[config.mk]
export PLATFORM = sky130hd
export DESIGN_NAME = byte_align_unit
export DESIGN_NICKNAME = d
export VERILOG_FILES = /design/src/rtl/balign_pkg.sv /design/src/rtl/balign_addr.sv /design/src/rtl/balign_funnel.sv /design/src/rtl/balign_status.sv /design/src/rtl/byte_align_unit.sv
export SDC_FILE = /design/constraint.sdc
export NUM_CORES = 1
export LEC_CHECK = 0
export ABC_AREA = 1
export BUFFER_PORTS_ARGS = -buffer_cell sky130_fd_sc_hd__buf_2
export CORE_UTILIZATION = 36
export CTS_CLUSTER_SIZE = 40
export DETAILED_ROUTE_END_ITERATION = 10
export HOLD_SLACK_MARGIN = 0.08
export MAX_ROUTING_LAYER = met4
export PLACE_DENSITY = 0.62
export SYNTH_ARGS = -nofsm -noshare
export SYNTH_HDL_FRONTEND = slang
export SYNTH_SLANG_ARGS = --single-unit
[constraint.sdc]
create_clock -name clk_i -period 2.84 [get_ports clk_i]
set_clock_uncertainty 0.05 [all_clocks]
set_input_delay 0.142 -clock clk_i [delete_from_list [all_inputs] [get_ports clk_i]]
set_output_delay 0.142 -clock clk_i [all_outputs]
set_load 0.1 [all_outputs]
[src/rtl/balign_pkg.sv]
package balign_pkg;
  typedef enum logic {
    OP_ALIGN   = 1'b0,
    OP_EXTRACT = 1'b1
  } balign_op_e;

  localparam int unsigned DEF_DATA_W = 64;
  localparam int unsigned DEF_BYTE_W = 8;
  localparam int unsigned DEF_STAT_W = 64;
endpackage

[src/rtl/balign_addr.sv]
module balign_addr #(
  parameter int unsigned DATA_W = 64,
  parameter int unsigned OFS_W  = 3
) (
  input  logic [DATA_W-1:0] opa_i,
  input  logic [DATA_W-1:0] opb_i,
  input  logic              little_i,
  output logic [DATA_W-1:0] aligned_o,
  output logic [OFS_W-1:0]  ofs_o
);
  logic [DATA_W-1:0] sum;
  logic [OFS_W-1:0]  neg_lo;

  assign sum       = opa_i + opb_i;
  assign aligned_o = {sum[DATA_W-1:OFS_W], {OFS_W{1'b0}}};
  // low bits of the negated sum only depend on low bits of the sum
  assign neg_lo    = {OFS_W{1'b0}} - sum[OFS_W-1:0];
  assign ofs_o     = little_i ? neg_lo : sum[OFS_W-1:0];
endmodule

[src/rtl/balign_funnel.sv]
module balign_funnel #(
  parameter int unsigned DATA_W = 64,
  parameter int unsigned BYTE_W = 8,
  parameter int unsigned OFS_W  = 3
) (
  input  logic [DATA_W-1:0] hi_i,
  input  logic [DATA_W-1:0] lo_i,
  input  logic [OFS_W-1:0]  ofs_i,
  output logic [DATA_W-1:0] data_o
);
  localparam int unsigned NB  = DATA_W / BYTE_W;
  localparam int unsigned SNB = 2 * NB;

  logic [2*DATA_W-1:0] stream;
  logic [BYTE_W-1:0]   sbyte [SNB];

  assign stream = {hi_i, lo_i};

  // stream byte 0 is the most significant byte of hi_i
  for (genvar k = 0; k < SNB; k++) begin : g_split
    assign sbyte[k] = stream[2*DATA_W-1-k*BYTE_W -: BYTE_W];
  end

  for (genvar i = 0; i < NB; i++) begin : g_lane
    localparam logic [OFS_W:0] LANE = (OFS_W+1)'(i);
    logic [OFS_W:0] idx;
    assign idx = LANE + {1'b0, ofs_i};
    assign data_o[DATA_W-1-i*BYTE_W -: BYTE_W] = sbyte[idx];
  end
endmodule

[src/rtl/balign_status.sv]
module balign_status #(
  parameter int unsigned STAT_W = 64,
  parameter int unsigned OFS_W  = 3
) (
  input  logic              clk_i,
  input  logic              rst_ni,
  input  logic              set_ofs_i,
  input  logic [OFS_W-1:0]  ofs_i,
  input  logic              we_i,
  input  logic [STAT_W-1:0] wdata_i,
  output logic [STAT_W-1:0] stat_o
);
  logic [STAT_W-1:0] stat_q;

  always_ff @(posedge clk_i or negedge rst_ni) begin
    if (!rst_ni) begin
      stat_q <= '0;
    end else begin
      if (we_i) stat_q <= wdata_i;
      // offset capture wins over a concurrent write for the low field
      if (set_ofs_i) stat_q[OFS_W-1:0] <= ofs_i;
    end
  end

  assign stat_o = stat_q;
endmodule

[src/rtl/byte_align_unit.sv]
module byte_align_unit
  import balign_pkg::*;
#(
  parameter int unsigned DATA_W = DEF_DATA_W,
  parameter int unsigned BYTE_W = DEF_BYTE_W,
  parameter int unsigned STAT_W = DEF_STAT_W
) (
  input  logic              clk_i,
  input  logic              rst_ni,
  input  logic              op_valid_i,
  input  logic              op_sel_i,
  input  logic              little_i,
  input  logic [DATA_W-1:0] opa_i,
  input  logic [DATA_W-1:0] opb_i,
  output logic [DATA_W-1:0] result_o,
  input  logic              stat_we_i,
  input  logic [STAT_W-1:0] stat_wdata_i,
  output logic [STAT_W-1:0] stat_o
);
  localparam int unsigned NB    = DATA_W / BYTE_W;
  localparam int unsigned OFS_W = $clog2(NB);

  balign_op_e        op;
  logic [DATA_W-1:0] aligned;
  logic [OFS_W-1:0]  new_ofs;
  logic [DATA_W-1:0] extracted;
  logic              set_ofs;

  assign op      = balign_op_e'(op_sel_i);
  assign set_ofs = op_valid_i && (op == OP_ALIGN);

  balign_addr #(.DATA_W(DATA_W), .OFS_W(OFS_W)) u_addr (
    .opa_i    (opa_i),
    .opb_i    (opb_i),
    .little_i (little_i),
    .aligned_o(aligned),
    .ofs_o    (new_ofs)
  );

  balign_status #(.STAT_W(STAT_W), .OFS_W(OFS_W)) u_stat (
    .clk_i    (clk_i),
    .rst_ni   (rst_ni),
    .set_ofs_i(set_ofs),
    .ofs_i    (new_ofs),
    .we_i     (stat_we_i),
    .wdata_i  (stat_wdata_i),
    .stat_o   (stat_o)
  );

  balign_funnel #(.DATA_W(DATA_W), .BYTE_W(BYTE_W), .OFS_W(OFS_W)) u_funnel (
    .hi_i  (opa_i),
    .lo_i  (opb_i),
    .ofs_i (stat_o[OFS_W-1:0]),
    .data_o(extracted)
  );

  assign result_o = (op == OP_EXTRACT) ? extracted : aligned;
endmodule

==> results of run 1 <==
[worst reg2reg max path, delay by kind of cell, from the launching register on]
family / cells / cell delay (ns)
simple gates: 1 / 0.10
buf+inv: 2 / 0.16
flops: 1 / 0.53
compound gates: 1 / 0.09
[logic make-up after synthesis]
kind of cell / after synthesis / synth area share
AO/OA/AOI/OAI: 402 / 0.159
adder cells (fa/ha/maj): 72 / 0.0666
buffers and inverters: 425 / 0.132
XOR/XNOR: 31 / 0.0218
multiplexers: 26 / 0.0191
flip-flops: 64 / 0.117
AND/OR/NAND/NOR: 1578 / 0.484
[how the worst min path moves through the flow]
stage	startpoint	slack [ns]	endpoint	cells after the start
CTS	op_valid_i	0.13	u_stat.stat_o[0]	4
finish	op_valid_i	0.13	u_stat.stat_o[0]	4
global placement	stat_wdata_i[12]	0.29	u_stat.stat_o[12]	3
floorplan	rst_ni	-0.20	u_stat.stat_o[10]	0
global route	stat_wdata_i[1]	0.15	u_stat.stat_o[1]	3
detailed placement	stat_wdata_i[34]	0.29	u_stat.stat_o[34]	3
[area by class of cell]
cell class	count	area, sq um
Sequential cell	64	1610
Fill cell	3834	18300
Timing Repair Buffer	495	4270
Antenna cell	3	7.51
Inverter	321	1250
Clock inverter	6	108
Tap cell	504	631
Multi-Input combinational cell	2109	10600
Clock buffer	10	229
[cell usage after synthesis (3+ instances only)]
| master | n | area, sq um |
|---|---|---|
| nand3b_2 | 3 | 33.8 |
| nand4_1 | 11 | 68.8 |
| xnor2_1 | 5 | 43.8 |
| a21oi_2 | 3 | 26.3 |
| dfrtp_1 | 64 | 1600 |
| nor2_2 | 35 | 219 |
| inv_2 | 24 | 90.1 |
| nor3_1 | 5 | 25.0 |
| buf_4 | 11 | 82.6 |
| nor3_4 | 3 | 48.8 |
| o211ai_1 | 23 | 173 |
| clkbuf_1 | 43 | 161 |
| nand3_2 | 5 | 50.1 |
| or2_1 | 7 | 43.8 |
| nor2_4 | 9 | 101 |
| nand2_1 | 1177 | 4420 |
| o22a_1 | 5 | 43.8 |
| o21ai_1 | 119 | 596 |
| ha_1 | 71 | 888 |
| clkinv_1 | 3 | 11.3 |
| o21bai_1 | 5 | 37.5 |
| o21ai_0 | 129 | 646 |
| nand2_2 | 47 | 294 |
| inv_1 | 293 | 1100 |
| nand3b_1 | 18 | 135 |
| buf_2 | 31 | 155 |
| buf_1 | 3 | 11.3 |
| o21ai_2 | 3 | 26.3 |
| xor2_1 | 24 | 210 |
| a21oi_1 | 99 | 495 |
| nor2_1 | 132 | 495 |
| nor3_2 | 6 | 60.1 |
| a31oi_1 | 3 | 18.8 |
| nand3_1 | 113 | 566 |
| buf_6 | 15 | 169 |
| o21a_1 | 4 | 30.0 |
| mux2i_1 | 26 | 260 |
[through the flow]
step           std cells  utilization  power [mW]  hold WS, ns
6_report            3512        0.506        11.5        0.135
2_1_floorplan       2598            -        6.63       -0.204
3_3_place_gp        3418        0.472        9.72        0.291
3_5_place_dp        3418        0.472        9.74        0.294
4_1_cts             3501        0.500        11.2        0.129
5_1_grt             3511        0.506        11.9        0.153
[cells in the final DEF (no fill, tap or decap), drive strengths merged, types with 6 or more instances in the layout]
master	Yosys	layout
dlygate4sd3	0	64
xor2	25	25
nand3b	21	21
nand4	11	11
ha	71	71
mux2i	26	26
buf	61	430
a21oi	102	102
or2	10	10
inv	318	314
nand3	118	118
nor2	176	176
nor3	14	14
o211ai	23	23
clkinv	3	7
o21ai	251	251
clkbuf	43	11
dfrtp	64	64
xnor2	6	6
nand2	1225	1225
[power breakdown]
| group | total (mW) | internal (mW) | switching [mW] |
|---|---|---|---|
| Sequential | 1.06 | 0.999 | 0.0641 |
| Combinational | 9.15 | 2.80 | 6.36 |
| Clock | 1.28 | 0.854 | 0.422 |
[routing by layer]
layer  vias to the layer above  track usage
met3                       216       0.0435
met2                      1162        0.680
met5                         -            -
met1                      8739        0.513
li1                       8956            -
met4                         0        0.245
[timing repair]
item	4_1_cts	5_1_grt
hold buffers	64	0
gates cloned	0	1
setup buffers	3	7
resized for setup	12	38
hold endpoints to repair	110	0
endpoints found under the setup margin	26	37
pin swaps	3	7
==> summary.md, run 1 <==
| Metric | Value |
|---|---|
| Fmax | `0.351 GHz` |
| DP Area | `17,400 sq um` |
| Highest Signal Layer | `met4` |
| Arrival time worst endpoint | `2.65 ns` |
| Core box area | `37,000 sq um` |
| Relative slew slack | `0.280` |
| Routed length on met3 | `6.84 mm` |
| Family with the most delay on the worst path | `buffers and inverters` |
| Placement Rows | `70` |
| Critical Path Most Common Cell | `buf_12` |
| Initial antenna violation count | `2` |
| Layout cell share with drive strength beyond 1 | `0.220` |
| Setup crit end kind | `primary output` |
| YS warnings | `0` |
| Top FF cell, synth | `dfrtp_1` |
| Pre-CTS setup slack | `0.0731 ns` |
| Sink Count | `64` |
| Net Count, Synth | `2,868` |
| Overflow after GRT | `0` |
| Hold Path Class | `primary input to flop` |
| PwrDens | `614 nW/um^2` |
| Routed met2 length | `36.3 mm` |
| Vias in the first global route | `18,000` |
| Root Driver | `clkbuf_16` |
| Internal reg-to-reg setup slack | `1.82 ns` |
| Syn Area/Cell | `5.25 sq um` |
| Residual DRC | `0` |
| Worst Setup Path Type | `flop to primary output` |
| Vias | `19,100` |
| Worst skew pair latency | `0.33 ns` |
| RSZ-0062 raised after global routing | `yes` |
| Number of stages on the worst setup path | `9` |
| Worst setup path endpoint | `result_o[53]` |
| Post-Syn Instances | `2,598` |
| First-pass GRT wire length | `115 mm` |
| GRT Total Usage | `0.422` |
| Critical Path, Cell by Cell | `buf_12, ha_2, xor2_4, buf_6, o21ai_0, o21ai_1, nand2_1, nand2_2, buf_12` |
| Clock Pin Slew Worst Setup and Hold Paths | `0.05 ns` |
| Synth-to-Final Area Change | `37.0%` |
| Final Hold Fails | `0` |
| Run status | `finished, violations left` |
| Worst-path maximum fanout | `25` |
| Post-route minimum period | `2.85 ns` |
| Pin count of the biggest net entering global routing | `77` |
| Max FFs per register | `64` |
| Critical Path Source | `u_stat.stat_o[0]` |
| Cell area after layout | `18,700 sq um` |
| Iter 0 DRT Violations | `1,901` |
| Top-Level Pins | `326` |
| Via density | `5.43` |
| CP Data Required Time | `2.65 ns` |
| IO Port Bufs | `325` |
| Pleak | `10.3 nW` |
| Max IR drop VDD | `923 uV` |
| Synthesis-stage register bit count | `64` |
| Die area | `38,700 sq um` |
| HPWL Detailed | `66.5 mm` |
| Ys async rst share | `1.00` |
| Worst path max stage delay | `0.44 ns` |
| Post-Route WL | `81.2 mm` |
| Startpoint Class | `flop` |
| Max Transition Viols Final | `0` |
| Max Cap Viol | `0` |
| Die Wd | `197 microns` |
| Total negative slack | `-0.00673 ns` |
| Final nets | `3,270` |
| Met1 wire length | `32.2 mm` |
| DIE HEIGHT | `197 microns` |
| DR WL/cell | `23.1 microns` |
| Reg-to-Reg Start | `u_stat.stat_o[2]` |
| CTS H-tree lvls | `3` |
| Count of cell types in the netlist | `54` |
| Worst path slowest cell | `dfrtp_4` |
| Buf+Inv Stages, Crit Path | `3` |
| Total CTS buffers | `9` |
| Final ANT Viol Nets | `0` |
| Routability cong. | `1.04` |
| CTS max path bufs | `2` |
| Starting Density | `0.369` |
| Final critical-path share of the clock period | `1.00` |
| R2R depth | `4` |
| Sequential share of the synthesized area | `0.117` |
| Synth Cell Area | `13,600 sq um` |
| Violated checks | `setup timing` |
| Setup-failing EPs final | `2` |
| R2R Path End | `u_stat.stat_o[2]` |
| Slew @ Worst Pin | `1.08 ns` |
| TritonRoute pass-1 iters | `8` |
| EDFF count, synth | `0` |
| Setup slack after layout | `-0.00544 ns` |
| CTS tree | `yes` |
(Power assumes the default switching activity.)
==> inputs of run 2 (changes only) <==
==> constraint.sdc (replaced) <==
create_clock -name clk_i -period 2.84 [get_ports clk_i]
set_clock_uncertainty 0.05 [all_clocks]
set_input_delay 0.284 -clock clk_i [delete_from_list [all_inputs] [get_ports clk_i]]
set_output_delay 0.284 -clock clk_i [all_outputs]
set_load 0.1 [all_outputs]
==> run 2 against run 1 <==
  * The run still ends with setup timing left
  * Register-to-register slack worse by 0.32 ns
  * First-iteration DRC count rose by 4.4%
  * Sequential power barely moved
  * Worst setup slack worse by 0.14 ns
  * Critical path type unchanged
  * Largest cell class unchanged
==> summary.md, run 2 (same netlist as run 1, synthesis figures left out) <==
| Metric | Value |
|---|---|
| Run status | `finished, violations left` |
| Violated checks | `setup timing` |
| CTS max path bufs | `2 (unchanged)` |
| Relative slew slack | `0.312 (+0.0321)` |
| Residual DRC | `0 (unchanged)` |
| DR WL/cell | `22.2 microns (-4.1%)` |
| Total negative slack | `-1.81 ns (-1.81 ns)` |
| Starting Density | `0.369 (unchanged)` |
| Critical Path Source | `u_stat.stat_o[0]` |
| Post-Route WL | `82.0 mm (+0.92%)` |
| Die Wd | `197 microns (unchanged)` |
| Critical Path, Cell by Cell | `buf_12, buf_8, o21ai_1, nand2_1, nand2_2, o21ai_0, a21oi_1, a21oi_2, o21ai_4, buf_12` |
| First-pass GRT wire length | `115 mm (-0.72%)` |
| Max Transition Viols Final | `0 (unchanged)` |
| Final nets | `3,453 (+5.6%)` |
| Core box area | `37,000 sq um (unchanged)` |
| DP Area | `19,000 sq um (+9.2%)` |
| Final ANT Viol Nets | `0 (unchanged)` |
| Number of stages on the worst setup path | `10 (+1)` |
| Worst path max stage delay | `0.54 ns (+0.10 ns)` |
| Fmax | `0.334 GHz (-4.8%)` |
| Worst setup path endpoint | `result_o[34]` |
| Area of the multi-input gates | `11,600 sq um (+9.0%)` |
| Via density | `5.30 (-2.4%)` |
| R2R depth | `4 (unchanged)` |
| Die area | `38,700 sq um (unchanged)` |
| Final critical-path share of the clock period | `1.05 (+0.0508)` |
| Synth-to-Final Area Change | `55.1%` |
| Post-Place Cells | `3,621 (+5.9%)` |
| Buf+Inv Stages, Crit Path | `3 (unchanged)` |
| Iter 0 DRT Violations | `1,984 (+4.4%)` |
| Register area | `1610 sq um (unchanged)` |
| Most common cell after layout, fill and taps aside | `nand2_1` |
| Worst-path maximum fanout | `14 (-44%)` |
| Placement Rows | `70 (unchanged)` |
| Reg-to-Reg Start | `u_stat.stat_o[1]` |
| Initial antenna violation count | `4 (+2)` |
| Cell area after layout | `21,200 sq um (+13%)` |
| Final Hold Fails | `0 (unchanged)` |
| Overflow after GRT | `0 (unchanged)` |
| Layout cell share with drive strength beyond 1 | `0.336 (+0.115)` |
| CP Data Required Time | `2.51 ns (-0.14 ns)` |
| R2R Path End | `u_stat.stat_o[1]` |
| Worst path slowest cell | `dfrtp_4` |
| TritonRoute pass-1 iters | `6 (-2)` |
| Minimum hold slack | `0.0997 ns (-0.0351 ns)` |
| Vias in the first global route | `18,100 (+0.60%)` |
| Pin count of the biggest net entering global routing | `66 (-14%)` |
| Slew @ Worst Pin | `1.03 ns (-0.0481 ns)` |
| Pleak | `11.5 nW (+11%)` |
| Max IR drop VDD | `588 uV (-36%)` |
| Filler-free cell count of the finished design | `3,696 (+5.2%)` |
| Worst Setup Path Type | `flop to primary output` |
| HPWL Detailed | `67.4 mm (+1.4%)` |
| Family with the most delay on the worst path | `compound AO/OA/AOI/OAI gates` |
| GRT Total Usage | `0.418 (-0.00395)` |
| Routability cong. | `1.02 (-1.9%)` |
| CTS tree | `yes` |
| Total power | `12.5 mW (+8.5%)` |
| Critical Path Most Common Cell | `buf_12` |
| Internal reg-to-reg setup slack | `1.50 ns (-0.32 ns)` |
| Total CTS buffers | `9 (unchanged)` |
| Hold Path Class | `primary input to flop` |
| Top-Level Pins | `326 (unchanged)` |
| Setup crit end kind | `primary output` |
| Root Driver | `clkbuf_16` |
| Vias | `19,600 (+2.7%)` |
| CTS H-tree lvls | `3 (unchanged)` |
| PwrDens | `589 nW/um^2 (-4.1%)` |
| DIE HEIGHT | `197 microns (unchanged)` |
| Worst skew pair latency | `0.33 ns (about the same)` |
| Startpoint Class | `flop` |
| Max FFs per register | `64 (unchanged)` |
| Clock Pin Slew Worst Setup and Hold Paths | `0.06 ns (about the same)` |
| RSZ-0062 raised after global routing | `yes` |
| Sink Count | `64 (unchanged)` |
| Arrival time worst endpoint | `2.66 ns (about the same)` |
| Highest-count cells in the layout ignoring fill and taps | `1,108 x nand2_1, 298 x buf_4, 287 x inv_1` |
| Setup slack after layout | `-0.150 ns (-0.144 ns)` |
| Max Cap Viol | `0 (unchanged)` |
| FILL cells | `3,725 (-2.8%)` |
| Post-route minimum period | `2.99 ns (+0.144 ns)` |
| IO Port Bufs | `325 (unchanged)` |
| Setup-failing EPs final | `31 (+29)` |
==> run 2: cell types whose count changed in the layout (fill, tap and decap cells not counted), moves of 26 or more <==
cell           delta
o21ai_0          -51
nand2_1          -41
o21ai_2          +41
dlygate4sd3_1    -63
ha_1             -26
buf_4           +213
==> run 2: metrics by stage <==
stage	utilization	setup WS, ns
final	0.573	-0.150
after global routing	0.573	-0.212
after CTS	0.538	-0.0783
after detailed placement	0.515	-0.0810
after global placement	0.515	-0.0811
after floorplan	-	-0.148
==> run 2: how the worst min path moves through the flow <==
stage | start | endpoint | slack (ns) | depth (start not counted)
global route | stat_wdata_i[16] | u_stat.stat_o[16] | 0.11 | 3
floorplan | rst_ni | u_stat.stat_o[10] | -0.06 | 0
global placement | rst_ni | u_stat.stat_o[42] | 0.36 | 1
detailed placement | rst_ni | u_stat.stat_o[42] | 0.37 | 1
finish | stat_wdata_i[16] | u_stat.stat_o[16] | 0.1 | 3
CTS | stat_wdata_i[16] | u_stat.stat_o[16] | 0.09 | 3
==> run 2: where the power goes <==
| part | switching [mW] | internal (mW) | total (mW) |
|---|---|---|---|
| Sequential | 0.0623 | 0.999 | 1.06 |
| Clock | 0.412 | 0.725 | 1.14 |
| Combinational | 6.75 | 3.51 | 10.3 |
| Total | 7.23 | 5.24 | 12.5 |
==> run 2: repair_timing <==
item | 4_1_cts | 5_1_grt
gates cloned | 5 | 11
endpoints found under the hold margin | 35 | 0
hold buffers | 1 | 0
endpoints found under the setup margin | 61 | 62
pin swaps | 9 | 56
setup buffers | 14 | 24
gates resized for setup | 106 | 230
==> run 2: worst min-delay path, cell delays in order <==
cell and delay (ns):
buf_2 0.07, nand2_1 0.04, nand2_1 0.05
==> run 2: layer usage <==
layer / share of wire / track usage / up-vias / wire length [microns]
li1: - / - / 9321 / -
met4: 0.083 / 0.270 / 0 / 6840
met2: 0.45 / 0.677 / 1103 / 36700
met1: 0.39 / 0.493 / 8918 / 31900
met5: 0 / - / - / 0
met3: 0.080 / 0.0467 / 247 / 6520
==> run 2: layout make-up <==
| class | count | area share |
|---|---|---|
| inverter | 321 | 0.0601 |
| clock buffer | 13 | 0.0123 |
| timing repair inverter | 5 | 0.00231 |
| timing repair buffer | 673 | 0.271 |
| tap | 504 | 0.0298 |
| clock inverter | 3 | 0.00189 |
| antenna | 4 | 0.000473 |
| sequential | 64 | 0.0762 |
| multi-input combinational | 2109 | 0.546 |
